### config.mk
export PLATFORM = sky130hd
export DESIGN_NAME = dma_regblk
export DESIGN_NICKNAME = d
export VERILOG_FILES = /design/src/rtl/dma_regblk_pkg.sv /design/src/rtl/dma_bus_fsm.sv /design/src/rtl/dma_irq_flags.sv /design/src/rtl/dma_chan_bank.sv /design/src/rtl/dma_regblk.sv
export SDC_FILE = /design/constraint.sdc
export NUM_CORES = 2
export LEC_CHECK = 0
export BUFFER_PORTS_ARGS = -buffer_cell sky130_fd_sc_hd__buf_2
export CORE_AREA = 4 4 531 533
export DETAILED_ROUTE_END_ITERATION = 8
export DIE_AREA = 0 0 535 537
export PLACE_DENSITY = 0.41
export SLEW_MARGIN = 5
export SYNTH_ARGS = -nofsm -noshare
export SYNTH_HDL_FRONTEND = slang
export SYNTH_SLANG_ARGS = --single-unit
### constraint.sdc
create_clock -name clk -period 2.49 [get_ports clk]
set_clock_uncertainty 0.1 [all_clocks]
set_input_delay 0 -clock clk [delete_from_list [all_inputs] [get_ports clk]]
set_output_delay 0 -clock clk [all_outputs]
set_load 0.03 [all_outputs]
### src/rtl/dma_regblk_pkg.sv
package dma_regblk_pkg;

    typedef enum logic [1:0] {
        ST_IDLE    = 2'd0,
        ST_RD_RESP = 2'd1,
        ST_WR_RESP = 2'd2
    } bus_state_t;

    localparam logic [9:0] W_STAT    = 10'd0;
    localparam logic [9:0] W_TC_STAT = 10'd1;
    localparam logic [9:0] W_TC_CLR  = 10'd2;
    localparam logic [9:0] W_ER_STAT = 10'd3;
    localparam logic [9:0] W_ER_CLR  = 10'd4;
    localparam logic [9:0] W_TC_RAW  = 10'd5;
    localparam logic [9:0] W_ER_RAW  = 10'd6;
    localparam logic [9:0] W_ENABLED = 10'd7;
    localparam logic [9:0] W_GCFG    = 10'd12;
    localparam logic [9:0] W_SYNC    = 10'd13;

    localparam int TC_MASK_BIT = 15;
    localparam int ER_MASK_BIT = 14;

    function automatic logic [7:0] id_byte(input logic [2:0] k, input int nch);
        logic [7:0] b;
        case (k)
            3'd0: b = (nch == 2) ? 8'h81 : 8'h80;
            3'd1: b = 8'h10;
            3'd2: b = 8'h04;
            3'd3: b = 8'h0A;
            3'd4: b = 8'h0D;
            3'd5: b = 8'hF0;
            3'd6: b = 8'h05;
            default: b = 8'hB1;
        endcase
        return b;
    endfunction

endpackage

### src/rtl/dma_bus_fsm.sv
module dma_bus_fsm
    import dma_regblk_pkg::*;
(
    input  logic clk,
    input  logic rst_n,
    input  logic sel,
    input  logic wr,
    output logic acc_rd,
    output logic acc_wr,
    output logic ack
);
    bus_state_t state_q, state_d;

    always_ff @(posedge clk or negedge rst_n) begin
        if (!rst_n) state_q <= ST_IDLE;
        else        state_q <= state_d;
    end

    always_comb begin
        state_d = state_q;
        acc_rd  = 1'b0;
        acc_wr  = 1'b0;
        ack     = 1'b0;
        unique case (state_q)
            ST_IDLE: begin
                if (sel && wr) begin
                    acc_wr  = 1'b1;
                    state_d = ST_WR_RESP;
                end else if (sel) begin
                    acc_rd  = 1'b1;
                    state_d = ST_RD_RESP;
                end
            end
            ST_RD_RESP: begin
                ack     = 1'b1;
                state_d = ST_IDLE;
            end
            ST_WR_RESP: begin
                ack     = 1'b1;
                state_d = ST_IDLE;
            end
            default: state_d = ST_IDLE;
        endcase
    end
endmodule

### src/rtl/dma_irq_flags.sv
module dma_irq_flags #(
    parameter int N = 8
) (
    input  logic         clk,
    input  logic         rst_n,
    input  logic [N-1:0] set_i,
    input  logic         clr_en,
    input  logic [N-1:0] clr_bits,
    output logic [N-1:0] raw_o
);
    for (genvar b = 0; b < N; b++) begin : g_flag
        always_ff @(posedge clk or negedge rst_n) begin
            if (!rst_n)                     raw_o[b] <= 1'b0;
            else if (set_i[b])              raw_o[b] <= 1'b1;
            else if (clr_en && clr_bits[b]) raw_o[b] <= 1'b0;
        end
    end
endmodule

### src/rtl/dma_chan_bank.sv
module dma_chan_bank #(
    parameter int NUM_CH = 8,
    parameter int DW     = 32
) (
    input  logic               clk,
    input  logic               rst_n,
    input  logic               wr_en,
    input  logic [2:0]         wr_idx,
    input  logic [2:0]         wr_word,
    input  logic [DW-1:0]      wr_data,
    output logic [NUM_CH*DW-1:0] src_o,
    output logic [NUM_CH*DW-1:0] dst_o,
    output logic [NUM_CH*DW-1:0] link_o,
    output logic [NUM_CH*DW-1:0] ctrl_o,
    output logic [NUM_CH*DW-1:0] cfg_o
);
    for (genvar c = 0; c < NUM_CH; c++) begin : g_ch
        logic hit;
        assign hit = wr_en && (wr_idx == 3'(c));
        always_ff @(posedge clk or negedge rst_n) begin
            if (!rst_n) begin
                src_o[c*DW +: DW]  <= '0;
                dst_o[c*DW +: DW]  <= '0;
                link_o[c*DW +: DW] <= '0;
                ctrl_o[c*DW +: DW] <= '0;
                cfg_o[c*DW +: DW]  <= '0;
            end else if (hit) begin
                case (wr_word)
                    3'd0: src_o[c*DW +: DW]  <= wr_data;
                    3'd1: dst_o[c*DW +: DW]  <= wr_data;
                    3'd2: link_o[c*DW +: DW] <= wr_data;
                    3'd3: ctrl_o[c*DW +: DW] <= wr_data;
                    3'd4: cfg_o[c*DW +: DW]  <= wr_data;
                    default: ;
                endcase
            end
        end
    end
endmodule

### src/rtl/dma_regblk.sv
module dma_regblk
    import dma_regblk_pkg::*;
#(
    parameter int NUM_CH = 8
) (
    input  logic                 clk,
    input  logic                 rst_n,
    input  logic                 bus_sel,
    input  logic                 bus_wr,
    input  logic [11:0]          bus_addr,
    input  logic [31:0]          bus_wdata,
    output logic [31:0]          bus_rdata,
    output logic                 bus_ack,
    output logic                 bus_err,
    input  logic [NUM_CH-1:0]    tc_set,
    input  logic [NUM_CH-1:0]    err_set,
    output logic [NUM_CH*32-1:0] ch_src,
    output logic [NUM_CH*32-1:0] ch_dst,
    output logic [NUM_CH*32-1:0] ch_link,
    output logic [NUM_CH*32-1:0] ch_ctrl,
    output logic [NUM_CH*32-1:0] ch_cfg,
    output logic                 ctl_en,
    output logic                 irq
);
    localparam int DW   = 32;
    localparam int PADW = DW - NUM_CH;

    logic              acc_rd, acc_wr;
    logic [9:0]        word_a;
    logic              win_hit, win_bad, id_hit;
    logic [2:0]        win_idx, win_word;
    logic [NUM_CH-1:0] tc_raw, err_raw, tc_mask, err_mask, en_map;
    logic [NUM_CH-1:0] tc_act, err_act;
    logic [DW-1:0]     gcfg_q, sync_q, rd_val;
    logic [DW-1:0]     rdata_q;
    logic              err_q;

    dma_bus_fsm u_fsm (
        .clk    (clk),
        .rst_n  (rst_n),
        .sel    (bus_sel),
        .wr     (bus_wr),
        .acc_rd (acc_rd),
        .acc_wr (acc_wr),
        .ack    (bus_ack)
    );

    assign word_a   = bus_addr[11:2];
    assign win_hit  = (bus_addr[11:8] == 4'h1);
    assign win_idx  = bus_addr[7:5];
    assign win_word = bus_addr[4:2];
    assign win_bad  = win_hit && (int'(win_idx) >= NUM_CH);
    assign id_hit   = (bus_addr[11:5] == 7'h7F);

    dma_chan_bank #(.NUM_CH(NUM_CH), .DW(DW)) u_bank (
        .clk     (clk),
        .rst_n   (rst_n),
        .wr_en   (acc_wr && win_hit && !win_bad),
        .wr_idx  (win_idx),
        .wr_word (win_word),
        .wr_data (bus_wdata),
        .src_o   (ch_src),
        .dst_o   (ch_dst),
        .link_o  (ch_link),
        .ctrl_o  (ch_ctrl),
        .cfg_o   (ch_cfg)
    );

    dma_irq_flags #(.N(NUM_CH)) u_tc_flags (
        .clk      (clk),
        .rst_n    (rst_n),
        .set_i    (tc_set),
        .clr_en   (acc_wr && !win_hit && word_a == W_TC_CLR),
        .clr_bits (bus_wdata[NUM_CH-1:0]),
        .raw_o    (tc_raw)
    );

    dma_irq_flags #(.N(NUM_CH)) u_err_flags (
        .clk      (clk),
        .rst_n    (rst_n),
        .set_i    (err_set),
        .clr_en   (acc_wr && !win_hit && word_a == W_ER_CLR),
        .clr_bits (bus_wdata[NUM_CH-1:0]),
        .raw_o    (err_raw)
    );

    for (genvar c = 0; c < NUM_CH; c++) begin : g_mask
        assign tc_mask[c]  = ch_cfg[c*DW + TC_MASK_BIT];
        assign err_mask[c] = ch_cfg[c*DW + ER_MASK_BIT];
        assign en_map[c]   = ch_cfg[c*DW];
    end

    assign tc_act  = tc_raw & tc_mask;
    assign err_act = err_raw & err_mask;
    assign irq     = |(tc_act | err_act);
    assign ctl_en  = gcfg_q[0];

    always_ff @(posedge clk or negedge rst_n) begin
        if (!rst_n) begin
            gcfg_q <= '0;
            sync_q <= '0;
        end else if (acc_wr && !win_hit) begin
            if (word_a == W_GCFG) gcfg_q <= bus_wdata;
            if (word_a == W_SYNC) sync_q <= bus_wdata;
        end
    end

    always_comb begin
        rd_val = '0;
        if (id_hit) begin
            rd_val = {24'h0, id_byte(bus_addr[4:2], NUM_CH)};
        end else if (win_hit) begin
            for (int c = 0; c < NUM_CH; c++) begin
                if (win_idx == 3'(c)) begin
                    case (win_word)
                        3'd0: rd_val = ch_src[c*DW +: DW];
                        3'd1: rd_val = ch_dst[c*DW +: DW];
                        3'd2: rd_val = ch_link[c*DW +: DW];
                        3'd3: rd_val = ch_ctrl[c*DW +: DW];
                        3'd4: rd_val = ch_cfg[c*DW +: DW];
                        default: rd_val = '0;
                    endcase
                end
            end
        end else begin
            case (word_a)
                W_STAT:    rd_val = {{PADW{1'b0}}, tc_act | err_act};
                W_TC_STAT: rd_val = {{PADW{1'b0}}, tc_act};
                W_ER_STAT: rd_val = {{PADW{1'b0}}, err_act};
                W_TC_RAW:  rd_val = {{PADW{1'b0}}, tc_raw};
                W_ER_RAW:  rd_val = {{PADW{1'b0}}, err_raw};
                W_ENABLED: rd_val = {{PADW{1'b0}}, en_map};
                W_GCFG:    rd_val = gcfg_q;
                W_SYNC:    rd_val = sync_q;
                default:   rd_val = '0;
            endcase
        end
    end

    always_ff @(posedge clk or negedge rst_n) begin
        if (!rst_n) begin
            rdata_q <= '0;
            err_q   <= 1'b0;
        end else begin
            err_q <= (acc_rd || acc_wr) && win_bad;
            if (acc_rd) rdata_q <= rd_val;
        end
    end

    assign bus_rdata = rdata_q;
    assign bus_err   = err_q;
endmodule

==> results.json <==
{
  "gr-total-overflow": 0,
  "yosys_most_used_dff": "dfrtp_1",
  "crit_chain": "buf_6, a22oi_2, nand4b_1, or3_4, buf_12",
  "cp_data_arrival_time_ps": 2390,
  "first_iter_violations": 4472,
  "die_x_um": 535,
  "fp.dieH_um": 537,
  "rows": 193,
  "grt_pass1_vias": 56055,
  "cts_inserted_buffers": 178,
  "clkLatencyLatePin_ps": 850,
  "cts_root_buf": "clkbuf_16",
  "grt_max_degree": 102,
  "cts_tree": "yes",
  "detail_route.wl_per_cell_um": 41.6,
  "syn2layout_area_growth_pct": 39.8,
  "p_leak_nw": 46.1,
  "routed_via_density": 5.18,
  "run_status": "finished, violations left",
  "cp_num_buf_inv": 2,
  "peakVddDrop_uv": 507,
  "endpoint_kind": "output port",
  "crit_path_max_incr_delay_ps": 420,
  "fin_area_mm2": 0.0906,
  "antenna_found_initial": 41,
  "routabilityCongestion": 0.901,
  "coreArea_mm2": 0.276,
  "vias": 55089,
  "cts_max_level": 4,
  "yosys-mux-area-fraction_pct": 29.2,
  "synth_compound_area_share_pct": 10.2,
  "ys_seq_elements": 1394,
  "period_share_pct": 100,
  "rsz0062_at_grt": "yes",
  "grt_pass1_wl_um": 567000,
  "async_reset_ff_share_pct": 100,
  "synth_top_family_by_area": "multiplexers",
  "synth.distinct_cells": 82,
  "synth_top_area_cell": "dfrtp_1",
  "yosys_warnings": 0,
  "synth_xor_area_share_pct": 0,
  "cap_viol_max_count": 0,
  "drt_wl_total_um": 443000,
  "hold_path_class": "in2reg",
  "final_layout_size_suffix_gt1_share_pct": 57.0,
  "drc": 0,
  "firstDrtPassIters": 6,
  "relSlewSlack_pct": 19.7,
  "clkTransAtPathRegs_ps": 60,
  "syn_area_per_cell_um2": 13.2,
  "io_buffer_count": 1376,
  "synth_cells": 4905,
  "required_ps": 2390,
  "cts_max_path_buffers": 4,
  "die_area_mm2": 0.287,
  "dp_hpwl_um": 333000,
  "syn_nets": 4970,
  "drv_slew": 0,
  "yosysSeqAreaShare_pct": 53.8,
  "setup_viol": 1,
  "drtAntennaViolNets": 0,
  "start_kind": "register",
  "power.density_mw_per_mm2": 616,
  "synth_edf_count": 0,
  "critPathKind": "reg2out",
  "hold_viol": 0,
  "grt.total_usage_pct": 29.2,
  "nets": 6849,
  "synthAdderAreaFrac_pct": 0.0193,
  "crit_slowest_cell": "or3_4",
  "worst_slack_ps": -4.79,
  "synth_top_area_share_pct": 53.8,
  "pin_count": 1380,
  "start_util_pct": 23.4,
  "synthesis.area_mm2": 0.0648,
  "synthSimpleGateAreaFrac_pct": 3.11,
  "post_dp_cell_area_mm2": 0.0820,
  "clock_sinks": 1394,
  "tightest_slew_ps": 1200,
  "worstPathMaxFanout": 3,
  "crit_family": "simple AND/OR/NAND/NOR gates",
  "whs_ps": 77.0,
  "synth.area.top_cells": "dfrtp_1 (54%), mux2_2 (24%), a22oi_1 (2.7%)",
  "min_period_ps": 2490,
  "violations": "negative setup slack",
  "clock.fmax_ghz": 0.401,
  "pre_cts_ws_ps": -616
}
==> power by group <==
group / total, mW / leakage [nW] / switching, mW / internal [mW]
Clock: 27.1 / 2.94 / 11.1 / 16.0
Sequential: 23.1 / 19.4 / 0.232 / 22.9
Combinational: 5.59 / 23.8 / 4.02 / 1.57
Total: 55.8 / 46.1 / 15.3 / 40.4
==> final timing paths <==
path                              startpoint                 end  slack (ps)  cells after the start
max                        u_bank.cfg_o[207]                 irq          -5                      5
min                              bus_addr[2]       bus_rdata[31]          80                      8
max reg2reg                 u_fsm.state_q[1]   u_bank.link_o[30]          -5                     12
min reg2reg                    bus_rdata[11]       bus_rdata[11]         390                      2
max in group asynchronous              rst_n    u_bank.src_o[82]        1060                      5
min in group asynchronous              rst_n  u_bank.ctrl_o[209]         390                      4
==> cells in the final DEF, fill, tap and decap left out, types with 18 or more instances in the layout <==
cell,Yosys,routed
dfrtp_1,1394,1390
buf_2,220,1369
mux2_2,1371,1282
buf_4,35,491
a22oi_1,232,231
clkbuf_16,0,203
buf_12,0,188
mux2i_1,169,169
a21oi_1,147,147
nand2_1,150,143
mux2_4,30,129
o21ai_0,110,108
dlygate4sd3_1,0,92
nor2_1,128,80
o22ai_1,71,71
o221ai_1,61,61
mux2_1,58,48
nor2_4,0,45
clkbuf_8,0,45
a221oi_1,41,39
a221o_1,34,34
clkbuf_1,222,34
mux4_2,31,31
a22o_1,25,25
clkinv_2,0,25
o2bb2ai_1,24,24
o211ai_1,21,21
a31oi_1,21,21
nand3_1,22,20
a211oi_1,19,18
a21o_1,18,18
==> worst min-delay path: cells and delay by family <==
kind / cells / cell delay, ps
AOI/OAI and AO/OA: 2 / 120
buffers and inverters: 4 / 680
and+or+nand+nor: 2 / 170
==> routing by layer <==
layer  GRT usage (%)  part of all wire (%)
met5               0                0.0056
met4            12.8                   5.2
met3            8.05                   8.4
met2            50.2                    48
met1            34.0                    38
==> stage by stage <==
stage	total power [mW]	util, %	setup TNS, ps	instances
floorplan	25.3	-	0	4905
global placement	29.0	29.6	-112070	10165
detailed placement	29.0	29.6	-98960	10165
CTS	56.3	32.3	-605	10585
global route	57.3	32.8	-933	10625
finish	55.8	32.8	-4.79	10637
==> cells in the mapped netlist, types with 31 or more instances <==
master    instances
nand2_1         150
mux2_1           58
a21oi_1         147
buf_2           220
o221ai_1         61
a221oi_1         41
a22oi_1         232
buf_4            35
a221o_1          34
mux2_2         1371
dfrtp_1        1394
mux2i_1         169
nor2_1          128
o22ai_1          71
clkbuf_1        222
mux4_2           31
o21ai_0         110
==> logic make-up after synthesis <==
group,count (synthesis)
AO/OA/AOI/OAI,928
adder cells (fa/ha/maj),1
buffers and inverters,506
flip-flops,1394
multiplexers,1659
other,1
AND/OR/NAND/NOR,416
==> final cells by class <==
cell class	count	area [um^2]
diodes	14	35.0
clock buffers	261	5300
clock inverters	53	663
fillers	28129	186000
inverters	7	33.8
multi-input cells	3005	28600
flip-flops and latches	1394	34900
well taps	3705	4640
repair buffers	2198	16500
==> registers in the layout, indices dropped and copies added (netlist names) <==
register and flops:
bus_rdata 32, gcfg_q 32, sync_q 32, u_bank.cfg_o 256, u_bank.ctrl_o 256, u_bank.dst_o 256, u_bank.link_o 256, u_bank.src_o 256
u_err_flags.raw_o 8, u_fsm.state_q 2, u_tc_flags.raw_o 8
==> timing repair <==
action                                  in CTS  in global routing
pin swaps                                   10                 19
resized for setup                           40                137
endpoints found under the hold margin     2694                  0
gates cloned                                 6                 24
hold buffers                                93                  0
buffers inserted                             7                 17
endpoints found under the setup margin     107                471
No activity file was read; power rests on OpenSTA's default activity.
